<file path="src/rtl/hc_regs_pkg.sv">
package hc_regs_pkg;
    parameter int HC_DW       = 32;
    parameter int HC_AW       = 12;
    parameter int HC_NARROW_W = 8;
    parameter int HC_LEN_W    = 16;
    parameter int HC_STICKY_W = 11;
    parameter int HC_LIVE_W   = 11;
    parameter int HC_NIRQ     = 2;
    parameter int HC_NRESP    = 4;
    parameter int HC_IDX_W    = 6;
    parameter int HC_GO_BIT   = 10;
    localparam int HC_STAT_W  = HC_STICKY_W + HC_LIVE_W;
    localparam int HC_SUB_W   = $clog2(HC_NRESP);

    typedef enum logic [4:0] {
        SEL_NONE, SEL_PWR, SEL_CLK, SEL_ARG, SEL_CMD, SEL_RCMD, SEL_RESP,
        SEL_DTMR, SEL_DLEN, SEL_DCTL, SEL_DCNT, SEL_STAT, SEL_CLR, SEL_MASK,
        SEL_FCNT, SEL_FIFO, SEL_ID
    } hc_sel_e;

    typedef struct packed {
        logic [HC_NARROW_W-1:0]              pwr;
        logic [HC_NARROW_W-1:0]              clk;
        logic [HC_DW-1:0]                    arg;
        logic [HC_DW-1:0]                    cmd;
        logic [HC_IDX_W-1:0]                 rcmd;
        logic [HC_NRESP-1:0][HC_DW-1:0]      resp;
        logic [HC_DW-1:0]                    dtmr;
        logic [HC_LEN_W-1:0]                 dlen;
        logic [HC_NARROW_W-1:0]              dctl;
        logic [HC_LEN_W-1:0]                 dcnt;
        logic [HC_STICKY_W-1:0]              sticky;
        logic [HC_LIVE_W-1:0]                live;
        logic [HC_NIRQ-1:0][HC_STAT_W-1:0]   mask;
        logic                                defer;
        logic                                cmd_go;
        logic                                data_go;
        logic                                err;
    } hc_state_t;
endpackage

</file>
<file path="src/rtl/hc_addr_decode.sv">
module hc_addr_decode
    import hc_regs_pkg::*;
#(
    parameter int AW = HC_AW
) (
    input  logic [AW-1:0]       addr_i,
    output hc_sel_e             sel_o,
    output logic [HC_SUB_W-1:0] sub_o,
    output logic [2:0]          id_idx_o
);
    logic [AW-1:0] resp_off;

    always_comb begin
        resp_off = addr_i - AW'('h014);
        sel_o    = SEL_NONE;
        sub_o    = '0;
        id_idx_o = addr_i[4:2];
        if (addr_i[1:0] == 2'b00) begin
            if (addr_i >= AW'('hFE0)) begin
                sel_o = SEL_ID;
            end else if (addr_i >= AW'('h080) && addr_i <= AW'('h0BC)) begin
                sel_o = SEL_FIFO;
            end else begin
                case (addr_i)
                    AW'('h000): sel_o = SEL_PWR;
                    AW'('h004): sel_o = SEL_CLK;
                    AW'('h008): sel_o = SEL_ARG;
                    AW'('h00C): sel_o = SEL_CMD;
                    AW'('h010): sel_o = SEL_RCMD;
                    AW'('h014), AW'('h018), AW'('h01C), AW'('h020): begin
                        sel_o = SEL_RESP;
                        sub_o = resp_off[HC_SUB_W+1:2];
                    end
                    AW'('h024): sel_o = SEL_DTMR;
                    AW'('h028): sel_o = SEL_DLEN;
                    AW'('h02C): sel_o = SEL_DCTL;
                    AW'('h030): sel_o = SEL_DCNT;
                    AW'('h034): sel_o = SEL_STAT;
                    AW'('h038): sel_o = SEL_CLR;
                    AW'('h03C): sel_o = SEL_MASK;
                    AW'('h040): begin
                        sel_o = SEL_MASK;
                        sub_o = HC_SUB_W'(1);
                    end
                    AW'('h048): sel_o = SEL_FCNT;
                    default:    sel_o = SEL_NONE;
                endcase
            end
        end
    end
endmodule

</file>
<file path="src/rtl/hc_id_rom.sv">
module hc_id_rom (
    input  logic [2:0] idx_i,
    output logic [7:0] byte_o
);
    always_comb begin
        case (idx_i)
            3'd0:    byte_o = 8'h81;
            3'd1:    byte_o = 8'h11;
            3'd2:    byte_o = 8'h04;
            3'd3:    byte_o = 8'h00;
            3'd4:    byte_o = 8'h0D;
            3'd5:    byte_o = 8'hF0;
            3'd6:    byte_o = 8'h05;
            default: byte_o = 8'hB1;
        endcase
    end
endmodule

</file>
<file path="src/rtl/hc_irq_gen.sv">
module hc_irq_gen #(
    parameter int NIRQ = 2,
    parameter int SW   = 22
) (
    input  logic                     clk,
    input  logic                     rst_n,
    input  logic [SW-1:0]            status_i,
    input  logic [NIRQ-1:0][SW-1:0]  mask_i,
    output logic [NIRQ-1:0]          irq_o
);
    logic [NIRQ-1:0] irq_d, irq_q;

    for (genvar g = 0; g < NIRQ; g++) begin : g_line
        always_comb irq_d[g] = |(status_i & mask_i[g]);

        always_ff @(posedge clk) begin
            if (!rst_n) irq_q[g] <= 1'b0;
            else        irq_q[g] <= irq_d[g];
        end


        irq_rise_chk: assert property (@(posedge clk) disable iff (!rst_n)
            $rose(irq_q[g]) |-> $past(|(status_i & mask_i[g])));
    end

    assign irq_o = irq_q;
endmodule

</file>
<file path="src/rtl/card_host_regs.sv">
module card_host_regs
    import hc_regs_pkg::*;
(
    input  logic         clk,
    input  logic         rst_n,
    input  logic         bus_sel_i,
    input  logic         bus_wr_i,
    input  logic [11:0]  bus_addr_i,
    input  logic [31:0]  bus_wdata_i,
    output logic [31:0]  bus_rdata_o,
    output logic         bus_err_o,
    output logic [7:0]   power_o,
    output logic [7:0]   clock_o,
    output logic [31:0]  cmd_word_o,
    output logic [31:0]  cmd_arg_o,
    output logic         cmd_start_o,
    input  logic         resp_valid_i,
    input  logic [5:0]   resp_idx_i,
    input  logic [127:0] resp_words_i,
    output logic [31:0]  data_timer_o,
    output logic [7:0]   data_ctrl_o,
    output logic [15:0]  data_count_o,
    output logic         data_start_o,
    input  logic         byte_done_i,
    input  logic [10:0]  evt_set_i,
    input  logic [10:0]  live_flags_i,
    input  logic [31:0]  fifo_rdata_i,
    input  logic         fifo_empty_i,
    output logic         fifo_pop_o,
    output logic         fifo_push_o,
    output logic [31:0]  fifo_wdata_o,
    output logic         eng_hold_o,
    output logic [1:0]   irq_o
);
    hc_state_t q, d;

    hc_sel_e               sel;
    logic [HC_SUB_W-1:0]   sub;
    logic [2:0]            id_idx;
    logic [7:0]            id_byte;
    logic                  rd_acc, wr_acc;
    logic [HC_STICKY_W-1:0] clr_bits;
    logic [HC_STAT_W-1:0]  status;
    logic [HC_LEN_W:0]     fcnt;

    hc_addr_decode #(.AW(HC_AW)) i_dec (
        .addr_i   (bus_addr_i),
        .sel_o    (sel),
        .sub_o    (sub),
        .id_idx_o (id_idx)
    );

    hc_id_rom i_id (
        .idx_i  (id_idx),
        .byte_o (id_byte)
    );

    hc_irq_gen #(.NIRQ(HC_NIRQ), .SW(HC_STAT_W)) i_irq (
        .clk      (clk),
        .rst_n    (rst_n),
        .status_i (status),
        .mask_i   (q.mask),
        .irq_o    (irq_o)
    );

    assign rd_acc = bus_sel_i && !bus_wr_i;
    assign wr_acc = bus_sel_i && bus_wr_i;
    assign status = {q.live, q.sticky};
    assign fcnt   = ({1'b0, q.dcnt} + (HC_LEN_W+1)'(3)) >> 2;

    // read path
    always_comb begin
        bus_rdata_o = '0;
        if (rd_acc) begin
            case (sel)
                SEL_PWR:  bus_rdata_o = HC_DW'(q.pwr);
                SEL_CLK:  bus_rdata_o = HC_DW'(q.clk);
                SEL_ARG:  bus_rdata_o = q.arg;
                SEL_CMD:  bus_rdata_o = q.cmd;
                SEL_RCMD: bus_rdata_o = HC_DW'(q.rcmd);
                SEL_RESP: bus_rdata_o = q.resp[sub];
                SEL_DTMR: bus_rdata_o = q.dtmr;
                SEL_DLEN: bus_rdata_o = HC_DW'(q.dlen);
                SEL_DCTL: bus_rdata_o = HC_DW'(q.dctl);
                SEL_DCNT: bus_rdata_o = HC_DW'(q.dcnt);
                SEL_STAT: bus_rdata_o = HC_DW'(status);
                SEL_MASK: bus_rdata_o = HC_DW'(q.mask[sub[0]]);
                SEL_FCNT: bus_rdata_o = HC_DW'(fcnt);
                SEL_FIFO: bus_rdata_o = fifo_empty_i ? '0 : fifo_rdata_i;
                SEL_ID:   bus_rdata_o = HC_DW'(id_byte);
                default:  bus_rdata_o = '0;
            endcase
        end
    end

    assign fifo_pop_o   = rd_acc && (sel == SEL_FIFO) && !fifo_empty_i;
    assign fifo_push_o  = wr_acc && (sel == SEL_FIFO) && (q.dcnt != '0);
    assign fifo_wdata_o = bus_wdata_i;

    // next-state
    always_comb begin
        d         = q;
        d.cmd_go  = 1'b0;
        d.data_go = 1'b0;
        d.err     = bus_sel_i && (sel == SEL_NONE);
        d.live    = live_flags_i;
        clr_bits  = '0;

        if (byte_done_i && q.dcnt != '0) d.dcnt = q.dcnt - 1'b1;

        if (resp_valid_i) begin
            d.rcmd = resp_idx_i;
            for (int k = 0; k < HC_NRESP; k++) d.resp[k] = resp_words_i[k*HC_DW +: HC_DW];
        end

        if (wr_acc) begin
            case (sel)
                SEL_PWR:  d.pwr  = bus_wdata_i[HC_NARROW_W-1:0];
                SEL_CLK:  d.clk  = bus_wdata_i[HC_NARROW_W-1:0];
                SEL_ARG:  d.arg  = bus_wdata_i;
                SEL_CMD: begin
                    d.cmd             = bus_wdata_i;
                    d.cmd[HC_GO_BIT]  = 1'b0;
                    d.cmd_go          = bus_wdata_i[HC_GO_BIT];
                end
                SEL_DTMR: d.dtmr = bus_wdata_i;
                SEL_DLEN: d.dlen = bus_wdata_i[HC_LEN_W-1:0];
                SEL_DCTL: begin
                    d.dctl = bus_wdata_i[HC_NARROW_W-1:0];
                    if (bus_wdata_i[0]) begin
                        d.dcnt    = q.dlen;
                        d.data_go = 1'b1;
                    end
                end
                SEL_CLR:  clr_bits = bus_wdata_i[HC_STICKY_W-1:0];
                SEL_MASK: d.mask[sub[0]] = bus_wdata_i[HC_STAT_W-1:0];
                default: ;
            endcase
        end

        d.sticky = (q.sticky & ~clr_bits) | evt_set_i;

        if (fifo_pop_o)                                   d.defer = 1'b1;
        else if (rd_acc && (sel == SEL_STAT || sel == SEL_FCNT)) d.defer = 1'b0;
    end

    always_ff @(posedge clk) begin
        if (!rst_n) q <= '0;
        else        q <= d;
    end

    assign bus_err_o    = q.err;
    assign power_o      = q.pwr;
    assign clock_o      = q.clk;
    assign cmd_word_o   = q.cmd;
    assign cmd_arg_o    = q.arg;
    assign cmd_start_o  = q.cmd_go;
    assign data_timer_o = q.dtmr;
    assign data_ctrl_o  = q.dctl;
    assign data_count_o = q.dcnt;
    assign data_start_o = q.data_go;
    assign eng_hold_o   = q.defer;


    defer_set_chk: assert property (@(posedge clk) disable iff (!rst_n)
        fifo_pop_o |=> eng_hold_o);


    defer_release_chk: assert property (@(posedge clk) disable iff (!rst_n)
        (rd_acc && (bus_addr_i == 12'h034 || bus_addr_i == 12'h048)) |=> !eng_hold_o);


    clear_bit_chk: assert property (@(posedge clk) disable iff (!rst_n)
        (wr_acc && bus_addr_i == 12'h038 && bus_wdata_i[0] && !evt_set_i[0])
        |=> !bus_rdata_o[0] || bus_addr_i != 12'h034);


    err_source_chk: assert property (@(posedge clk) disable iff (!rst_n)
        bus_err_o |-> $past(bus_sel_i));


    count_no_rise_chk: assert property (@(posedge clk) disable iff (!rst_n)
        !(wr_acc && bus_addr_i == 12'h02C && bus_wdata_i[0])
        |=> data_count_o <= $past(data_count_o));
endmodule

</file>
<file path="config.mk">
export PLATFORM = sky130hd
export DESIGN_NAME = card_host_regs
export DESIGN_NICKNAME = d
export VERILOG_FILES = /design/src/rtl/hc_regs_pkg.sv /design/src/rtl/hc_addr_decode.sv /design/src/rtl/hc_id_rom.sv /design/src/rtl/hc_irq_gen.sv /design/src/rtl/card_host_regs.sv
export SDC_FILE = /design/constraint.sdc
export NUM_CORES = 1
export LEC_CHECK = 0
export ABC_AREA = 1
export BUFFER_PORTS_ARGS = -buffer_cell sky130_fd_sc_hd__clkbuf_2
export CORE_UTILIZATION = 29
export DETAILED_ROUTE_END_ITERATION = 16
export RECOVER_POWER = 50
export SYNTH_ARGS = -nofsm -noshare
export SYNTH_HDL_FRONTEND = slang
export SYNTH_SLANG_ARGS = --single-unit
</file>
<file path="constraint.sdc">
create_clock -name clk -period 5.2 [get_ports clk]
set_clock_uncertainty 0.15 [all_clocks]
set_input_delay 0.52 -clock clk [delete_from_list [all_inputs] [get_ports clk]]
set_output_delay 0.52 -clock clk [all_outputs]
set_load 0.01 [all_outputs]
</file>
==> results.cfg, run 1 <==
[power]
netSwitchingPower_mw = 2.053
seq_power_share_pct = 43.0
comb_power_share_pct = 14.0
p_int_mw = 5.002
ir_worst_vdd_v = 0.0001926
power_per_cell_area_nw_per_um2 = 323.0
p_leak_nw = 9.527
power.share.switching_pct = 29.10
share_clk_of_total_power_pct = 43.0

[global_route]
grt_first_pass_wirelength_mm = 117.5
groute.layer.met3.usage_pct = 4.354
grt_start_max_net_pins = 157
busiest_layer = met2
grt.total_usage_pct = 23.66
grt_pass1_vias = 17980
met1_usage_pct = 30.10
globalRoute.totalOverflow = 0
met2_usage_pct = 39.98
grt_antenna_before_repair = 6

[floorplanning]
floorplan.die_area_um2 = 66000
die_height_um = 256.9
initial_utilization_pct = 29.28
die_width_um = 256.9
rows = 93
num_io_pins = 447
core_region_area_um2 = 64350

[clocking]
postCtsSetupBuffers = 0
cts.clk_slew.worst_paths_ps = 60
cts-root-to-sink-buffers = 3
insertion_delay_ps = 580
cts_root_buffer = sky130_fd_sc_hd__clkbuf_16
post_cts_resize_count = 0
cts_tree = built
ctsHoldBuffers = 17
numClockSinks = 357
h_tree_levels = 2
tritoncts.num_buffers = 42

[timing]
finalWorstSetupSlack_ps = 675.3
hold_violations = 0
timing_limited_maximum_frequency_mhz = 221.0
count_of_endpoints_failing_setup_in_the_final_report = 0
grt_setup_unrepaired = false
layout_worst_path_cycle_share_pct = 87.01
worst_pin_slew_ps = 2712
min_period_ps = 4525
tns_ps = 0
timing.max_slew.rel_slack_pct = -80.83
final_max_slew_viol_count = 303

[worst_hold_path]
holdPathStages = 3
hold_path.class = primary input to flop
hold_start = live_flags_i[0]
worst_hold_path.endpoint = q[48]

[layout]
regArea_um2 = 7147
fraction_of_layout_instances_using_a_drive_strength_above_1_pct = 15.87
layout.nets = 3253
area_used_by_multi_input_combinational_logic_um2 = 8967
areaGrowthSynthToFinish_pct = 15.94
filler_cell_count = 7099

[detailed_routing]
firstDrtPassIters = 5
routed_via_density = 4.957
total_detailed_routing_wirelength_mm = 80.87
detailedRoute.firstIterationViolations = 1775
wl_per_cell_um = 20.76
drtAntennaViolNets = 0
detailroute.via_count = 19310
detail_route.drc_violations = 0

[yosys]
yosysMostFrequentCell = sky130_fd_sc_hd__nor2_1
count_of_flip_flops_with_a_built_in_enable_after_synthesis = 0
synth_seq_cells = 357
synth_top_cells_by_count = sky130_fd_sc_hd__nor2_1 (552), sky130_fd_sc_hd__nand2_1 (442), sky130_fd_sc_hd__o21ai_0 (363)
syn-instance-count = 2784
synth.yosys.seq_area_share_pct = 37.93
postSynthNetCount = 3029
synth_largest_area_cell = sky130_fd_sc_hd__dfxtp_1
yosysTopAreaCellShare_pct = 37.93
synthArstFlopShare_pct = 0
synth.cell_area_um2 = 18840
ys_dominant_reg_cell = sky130_fd_sc_hd__dfxtp_1
yosys-top-cells-area = sky130_fd_sc_hd__dfxtp_1 (38%), sky130_fd_sc_hd__nor2_1 (11%), sky130_fd_sc_hd__o21ai_0 (9.6%)
yosysUniqueCellTypes = 53
yosysWarnings = 0
synth_area_per_cell_um2 = 6.768

[setup_path]
worst_r2r_endpoint = data_count_o[15]
endpoint_kind = primary output
critical_path_peak_fanout = 45
crit_slowest_cell = sky130_fd_sc_hd__buf_4
timing.reg2reg.setup_slack_ps = 2370
arrival_ps = 3850
critPathLaunchType = primary input
cp.required_ps = 4530
path_class = primary input to primary output
crit_path_largest_cell_delay_ps = 450
cp_common_cell = sky130_fd_sc_hd__nand2_1
timing.rr.start = data_count_o[0]
reg2reg_path_depth = 13
cell_breakdown_of_the_critical_path = clkbuf_2 > nor2_2 > nand2_1 > nor2_2 > nand2_1 > nand2_2 > nand2_1 > nand2_2 > buf_4 > buf_4 > or2_2 > o211ai_1 > o21ai_0 > nand2_1 > nand2_1 > nor2_1 > nand2_1 > nor2_1 > nor2_1 > clkbuf_2

[placed_design]
pre_cts_slack_ps = 687.2
globalplace.congestion = 0.9525
number_of_buffers_added_on_ports = 445
dp_hpwl_mm = 60.89

[outcome]
failing_checks = max-capacitance violations, max-slew violations
outcome = finished, violations left

[job]
max_cap_violations = 3
## metal layers
metal	wire [um]	part of all wire [%]
met4	2692	3.3
met5	27	0.033
met2	38440	48
met1	33680	42
met3	6023	7.4
## power by group through the flow
stage / registers (mW) / clock network (mW) / logic, mW
final: 3.03 / 3.03 / 0.990
after floorplan: 3.02 / 0 / 0.694
after detailed placement: 3.09 / 0 / 0.974
after CTS: 3.03 / 3.08 / 0.992
after global routing: 3.05 / 3.20 / 1.10
after global placement: 3.09 / 0 / 0.972
## worst max-delay path, delay by kind of cell
family          cells  cell delay [ps]
buf+inv             4             1100
compound gates      2              200
simple gates       14             2010
## sequential cells by signal, indices dropped and copies added (netlist names)
register      flops
q               216
data_start_o      1
cmd_arg_o        32
power_o           8
data_ctrl_o       8
eng_hold_o        1
i_irq.irq_o       2
data_timer_o     32
clock_o           8
cmd_word_o       31
bus_err_o         1
data_count_o     16
cmd_start_o       1
## stage by stage
| step | total power, mW | hold slack, ps | cell area (um2) | std cells | utilization, % |
|---|---|---|---|---|---|
| finish | 7.055 | 24.19 | 21850 | 3895 | 33.95 |
| global route | 7.339 | 13.51 | 21850 | 3895 | 33.95 |
| CTS | 7.099 | 1.107 | 22040 | 3893 | 34.25 |
| detailed placement | 4.063 | 299.5 | 20480 | 3802 | 31.83 |
| global placement | 4.061 | 299.0 | 20480 | 3802 | 31.83 |
| floorplan | 3.713 | 278.9 | 18840 | 2784 | - |
## layout by cell type (no fill, tap or decap), types with 17 or more instances in the layout
cell / synthesis / layout
sky130_fd_sc_hd__clkbuf_1: 89 / 147
sky130_fd_sc_hd__inv_1: 191 / 191
sky130_fd_sc_hd__nand3_1: 93 / 93
sky130_fd_sc_hd__nor2_1: 552 / 552
sky130_fd_sc_hd__nor3_1: 22 / 22
sky130_fd_sc_hd__buf_4: 174 / 30
sky130_fd_sc_hd__o21ai_0: 363 / 363
sky130_fd_sc_hd__clkbuf_16: 0 / 43
sky130_fd_sc_hd__clkbuf_2: 0 / 309
sky130_fd_sc_hd__dfxtp_1: 357 / 357
sky130_fd_sc_hd__o211ai_1: 18 / 18
sky130_fd_sc_hd__nand2_1: 442 / 440
sky130_fd_sc_hd__nand4_1: 26 / 26
sky130_fd_sc_hd__dlygate4sd3_1: 0 / 17
sky130_fd_sc_hd__a21oi_1: 206 / 206
sky130_fd_sc_hd__a211oi_1: 23 / 23
## area by class of cell
type	instances	share of cell area (%)
Multi-Input combinational cell	1906	41.05
Antenna cell	2	0.02291
Sequential cell	357	32.71
Timing Repair Buffer	495	11.43
Inverter	206	3.562
Clock buffer	61	5.601
Tap cell	855	4.897
Clock inverter	13	0.7274
## worst max-delay path by stage
stage,endpoint,startpoint,depth (start not counted)
after floorplan,bus_rdata_o[28],bus_addr_i[2],16
after global placement,bus_rdata_o[5],bus_addr_i[1],20
after detailed placement,bus_rdata_o[5],bus_addr_i[1],20
after CTS,bus_rdata_o[5],bus_addr_i[1],20
after global routing,q[193],rst_n,4
final,bus_rdata_o[5],bus_addr_i[1],20
## logic make-up after synthesis
group,after synthesis,share of synthesized area [%]
fa+ha+maj,6,0.3984
xor+xnor,11,0.5113
flops,357,37.93
simple gates,1216,27.60
compound gates,672,19.04
other cells,1,0.01990
buf+inv,521,14.51
Power figures use the tool's default switching activity.
==> inputs of run 2 (changes only) <==
--- a/config.mk
+++ b/config.mk
@@ -9,6 +9,7 @@
 export BUFFER_PORTS_ARGS = -buffer_cell sky130_fd_sc_hd__clkbuf_2
 export CORE_UTILIZATION = 29
 export DETAILED_ROUTE_END_ITERATION = 16
+export HOLD_SLACK_MARGIN = 0.1
 export RECOVER_POWER = 50
 export SYNTH_ARGS = -nofsm -noshare
 export SYNTH_HDL_FRONTEND = slang
==> results.cfg, run 2 (synthesis results as in run 1) <==
[power]
p_leak_nw = 10.09
power.share.switching_pct = 29.06
comb_power_share_pct = 15.1
seq_power_share_pct = 42.4
p_int_mw = 5.069
share_clk_of_total_power_pct = 42.5
power_per_cell_area_nw_per_um2 = 307.9
netSwitchingPower_mw = 2.077
ir_worst_vdd_v = 0.0001932

[floorplanning]
rows = 93
die_height_um = 256.9
floorplan.die_area_um2 = 66000
num_io_pins = 447
die_width_um = 256.9
initial_utilization_pct = 29.28
core_region_area_um2 = 64350

[clocking]
post_cts_resize_count = 0
ctsHoldBuffers = 153
cts_root_buffer = sky130_fd_sc_hd__clkbuf_16
cts_tree = built
postCtsSetupBuffers = 0
tritoncts.num_buffers = 42
cts-root-to-sink-buffers = 3
h_tree_levels = 2
numClockSinks = 357
insertion_delay_ps = 580
cts.clk_slew.worst_paths_ps = 60

[setup_path]
arrival_ps = 4990
worst_r2r_endpoint = data_count_o[15]
critPathLaunchType = primary input
timing.reg2reg.setup_slack_ps = 2380
cp.required_ps = 5530
timing.rr.start = data_count_o[0]
reg2reg_path_depth = 13
critical_path_peak_fanout = 156
endpoint_kind = flop
path_class = primary input to flop

[worst_hold_path]
hold_start = bus_wdata_i[22]
worst_hold_path.endpoint = data_timer_o[22]
hold_path.class = primary input to flop
holdPathStages = 3

[timing]
hold_violations = 0
timing_limited_maximum_frequency_mhz = 214.8
count_of_endpoints_failing_setup_in_the_final_report = 0
grt_setup_unrepaired = false
timing.max_slew.rel_slack_pct = -84.80
min_period_ps = 4656
layout_worst_path_cycle_share_pct = 89.53
final_max_slew_viol_count = 303
finalWorstSetupSlack_ps = 544.2
worst_pin_slew_ps = 2772
tns_ps = 0

[detailed_routing]
wl_per_cell_um = 20.61
routed_via_density = 4.978
total_detailed_routing_wirelength_mm = 83.09
detail_route.drc_violations = 0
detailroute.via_count = 20070
drtAntennaViolNets = 0
detailedRoute.firstIterationViolations = 1962
firstDrtPassIters = 6

[global_route]
grt.total_usage_pct = 24.25
grt_first_pass_wirelength_mm = 120.9
globalRoute.totalOverflow = 0
grt_pass1_vias = 18830
grt_start_max_net_pins = 157
grt_antenna_before_repair = 5

[job]
max_cap_violations = 3

[layout]
layout.nets = 3389
largest-register = q
mostFrequentLayoutCells = sky130_fd_sc_hd__nor2_1 (552), sky130_fd_sc_hd__nand2_1 (440), sky130_fd_sc_hd__o21ai_0 (363)
fraction_of_layout_instances_using_a_drive_strength_above_1_pct = 15.19
largest_reg_flops = 216
layout.cells.most_common = sky130_fd_sc_hd__nor2_1
areaGrowthSynthToFinish_pct = 23.16
final_cells = 4031

[placed_design]
number_of_buffers_added_on_ports = 445
place_inst = 3802
globalplace.congestion = 0.9525
pre_cts_slack_ps = 687.2
dp_hpwl_mm = 60.89

[outcome]
failing_checks = max-capacitance violations, max-slew violations
outcome = finished, violations left
[run 2: worst max path at each step]
stage	endpoint	slack, ps	depth (start not counted)	startpoint
finish	q[195]	540	4	rst_n
global route	q[195]	240	4	rst_n
CTS	bus_rdata_o[5]	680	20	bus_addr_i[1]
detailed placement	bus_rdata_o[5]	690	20	bus_addr_i[1]
global placement	bus_rdata_o[5]	770	20	bus_addr_i[1]
floorplan	bus_rdata_o[28]	1970	16	bus_addr_i[2]
[run 2: power by group through the flow]
stage	clock network [mW]	logic, mW	registers [mW]
6_report	3.04	1.08	3.03
5_1_grt	3.20	1.19	3.05
4_1_cts	3.08	1.07	3.03
3_5_place_dp	0	0.974	3.09
3_3_place_gp	0	0.972	3.09
2_1_floorplan	0	0.694	3.02
[run 2: area by class of cell]
cell class / count / area (um2)
fillers: 6928 / 41140
multi-input cells: 1906 / 8967
flip-flops and latches: 357 / 7147
repair buffers: 631 / 3857
clock buffers: 61 / 1224
well taps: 855 / 1070
inverters: 206 / 778.2
clock inverters: 13 / 158.9
diodes: 2 / 5.005
[run 2: routing by layer]
metal  share of wire [%]  GRT usage, %  wire, um
met2                  47         40.65     39270
met3                 7.3         4.403      6072
met5               0.032             0        27
met1                  41         30.54     34310
met4                 4.1         9.904      3402
[run 2: metrics by stage]
| stage | total power, mW | utilization (%) | area [um2] | hold slack (ps) |
|---|---|---|---|---|
| floorplan | 3.713 | - | 18840 | 278.9 |
| global placement | 4.061 | 31.83 | 20480 | 299.0 |
| detailed placement | 4.063 | 31.83 | 20480 | 299.5 |
| CTS | 7.181 | 36.36 | 23400 | 100.9 |
| global route | 7.433 | 36.07 | 23210 | 117.2 |
| finish | 7.145 | 36.07 | 23210 | 127.4 |
[run 2: worst max-delay path, stage by stage]
cell and delay, ps:
sky130_fd_sc_hd__clkbuf_1 1460, sky130_fd_sc_hd__clkbuf_2 2130, sky130_fd_sc_hd__o21ai_0 490, sky130_fd_sc_hd__a21oi_1 260
==> inputs of run 3 (changes only) <==
--- a/config.mk
+++ b/config.mk
@@ -7,6 +7,7 @@
 export LEC_CHECK = 0
 export ABC_AREA = 1
 export BUFFER_PORTS_ARGS = -buffer_cell sky130_fd_sc_hd__clkbuf_2
+export CORE_ASPECT_RATIO = 1.2
 export CORE_UTILIZATION = 29
 export DETAILED_ROUTE_END_ITERATION = 16
 export HOLD_SLACK_MARGIN = 0.1
==> results.cfg, run 3 (synthesis results as in run 1) <==
[outcome]
outcome = finished, violations left
failing_checks = max-capacitance violations, max-slew violations

[setup_path]
timing.reg2reg.setup_slack_ps = 2310
arrival_ps = 3810
endpoint_kind = primary output
critical_path.startpoint = bus_addr_i[2]
cp.required_ps = 4530
worst_r2r_endpoint = data_count_o[15]
path_class = primary input to primary output
critPathLaunchType = primary input
reg2reg_path_depth = 13
timing.rr.start = data_count_o[1]
critical_path_peak_fanout = 25
worstSetupEndpoint = bus_rdata_o[1]

[timing]
timing_limited_maximum_frequency_mhz = 223.2
worst_pin_slew_ps = 3563
hold_violations = 0
grt_setup_unrepaired = false
min_period_ps = 4481
layout_worst_path_cycle_share_pct = 86.16
timing.max_slew.rel_slack_pct = -137.5
tns_ps = 0
final_max_slew_viol_count = 289
count_of_endpoints_failing_setup_in_the_final_report = 0

[floorplanning]
die_height_um = 281.2
floorplan.die_area_um2 = 66000
rows = 102
core_region_area_um2 = 64450
die_width_um = 234.7
num_io_pins = 447
initial_utilization_pct = 29.24

[global_route]
grt_antenna_before_repair = 0
grt_first_pass_wirelength_mm = 118.5
grt_pass1_vias = 18540
grt_start_max_net_pins = 150
globalRoute.totalOverflow = 0
grt.total_usage_pct = 23.74

[clocking]
cts.clk_slew.worst_paths_ps = 60
ctsHoldBuffers = 153
cts-root-to-sink-buffers = 3
tritoncts.num_buffers = 41
cts_tree = built
cts_root_buffer = sky130_fd_sc_hd__clkbuf_16
post_cts_resize_count = 0
numClockSinks = 357
h_tree_levels = 2
postCtsSetupBuffers = 0
insertion_delay_ps = 560

[layout]
largest-register = q
mostFrequentLayoutCells = sky130_fd_sc_hd__nor2_1 (552), sky130_fd_sc_hd__nand2_1 (440), sky130_fd_sc_hd__o21ai_0 (363)
largest_reg_flops = 216
finish.instance_area_um2 = 23180
layout.nets = 3392
final_cells = 4005
layout.cells.most_common = sky130_fd_sc_hd__nor2_1
finalCoreUtilization_pct = 35.97
areaGrowthSynthToFinish_pct = 23.03
fraction_of_layout_instances_using_a_drive_strength_above_1_pct = 15.25
filler_cell_count = 6931
antenna_cells = 0

[worst_hold_path]
hold_path.class = primary input to flop

[placed_design]
number_of_buffers_added_on_ports = 445
dpl_cell_area_um2 = 20470
place_inst = 3783
dp_hpwl_mm = 59.93
globalplace.congestion = 0.9494

[detailed_routing]
wl_per_cell_um = 20.41
routed_via_density = 4.987
detailroute.via_count = 19970
detailedRoute.firstIterationViolations = 1638
detail_route.drc_violations = 0
firstDrtPassIters = 5
drtAntennaViolNets = 0
total_detailed_routing_wirelength_mm = 81.73

[job]
max_cap_violations = 3

[power]
power_per_cell_area_nw_per_um2 = 308.7
power_mw = 7.156
p_leak_nw = 10.11
ir_worst_vdd_v = 0.0002189
==> run 3: changes by cell type in the layout (fill, tap and decap cells not counted), moves of 2 or more <==
cell	change
sky130_fd_sc_hd__buf_4	+4
sky130_fd_sc_hd__clkbuf_1	-2
sky130_fd_sc_hd__clkinvlp_4	-3
sky130_fd_sc_hd__diode_2	-2
==> run 3: how the worst min path moves through the flow <==
stage                     slack (ps)             from  cells after the start          endpoint
after global placement           300           q[176]                      2            q[176]
after detailed placement         300           q[153]                      2            q[153]
final                            130  bus_wdata_i[29]                      3  data_timer_o[29]
after CTS                        100  bus_wdata_i[30]                      3    cmd_word_o[30]
after global routing             120  bus_wdata_i[26]                      3    cmd_word_o[26]
after floorplan                  280           q[153]                      2            q[153]
==> run 3: critical path, stage by stage <==
cell and delay (ps):
sky130_fd_sc_hd__clkbuf_2 110, sky130_fd_sc_hd__inv_1 100, sky130_fd_sc_hd__ha_1 280, sky130_fd_sc_hd__inv_1 70, sky130_fd_sc_hd__nand2_1 60, sky130_fd_sc_hd__nand2_1 80, sky130_fd_sc_hd__nand2_1 60, sky130_fd_sc_hd__nand3_1 90
sky130_fd_sc_hd__nand2_2 90, sky130_fd_sc_hd__nand2_1 180, sky130_fd_sc_hd__nand2_2 150, sky130_fd_sc_hd__inv_2 460, sky130_fd_sc_hd__nor2_1 130, sky130_fd_sc_hd__nor3_1 590, sky130_fd_sc_hd__o21a_1 290, sky130_fd_sc_hd__nor2_1 60
sky130_fd_sc_hd__nand2_1 70, sky130_fd_sc_hd__nor2_1 40, sky130_fd_sc_hd__nor2_1 170, sky130_fd_sc_hd__clkbuf_2 190
==> run 3: layer usage <==
metal	vias to the layer above	wire length (um)	share of wire, %	global-route usage [%]
met3	150	5314	6.5	4.007
met5	-	0	0	0
li1	9629	-	-	-
met1	9369	34890	43	30.50
met4	0	3605	4.4	10.14
met2	826	37920	46	39.15
==> run 3: where the power goes <==
| part | total, mW | internal, mW | switching (mW) |
|---|---|---|---|
| sequential | 3.03 | 2.88 | 0.154 |
| clock | 3.04 | 1.81 | 1.23 |
| combinational | 1.09 | 0.414 | 0.675 |
==> run 3: cell type report <==
type / instances / area [um2] / area share (%)
Clock inverter: 12 / 182.7 / 0.7880
Sequential cell: 357 / 7147 / 30.83
Tap cell: 832 / 1041 / 4.490
Clock buffer: 57 / 1197 / 5.165
Multi-Input combinational cell: 1906 / 8967 / 38.68
Timing Repair Buffer: 635 / 3870 / 16.69
Inverter: 206 / 778.2 / 3.357
==> run 3: per-stage QoR <==
step / hold WS [ps] / setup slack [ps]
2_1_floorplan: 278.9 / 1970
4_1_cts: 100.2 / 652.0
3_5_place_dp: 300.9 / 655.9
3_3_place_gp: 295.2 / 692.7
5_1_grt: 124.5 / 307.3
6_report: 132.5 / 719.5
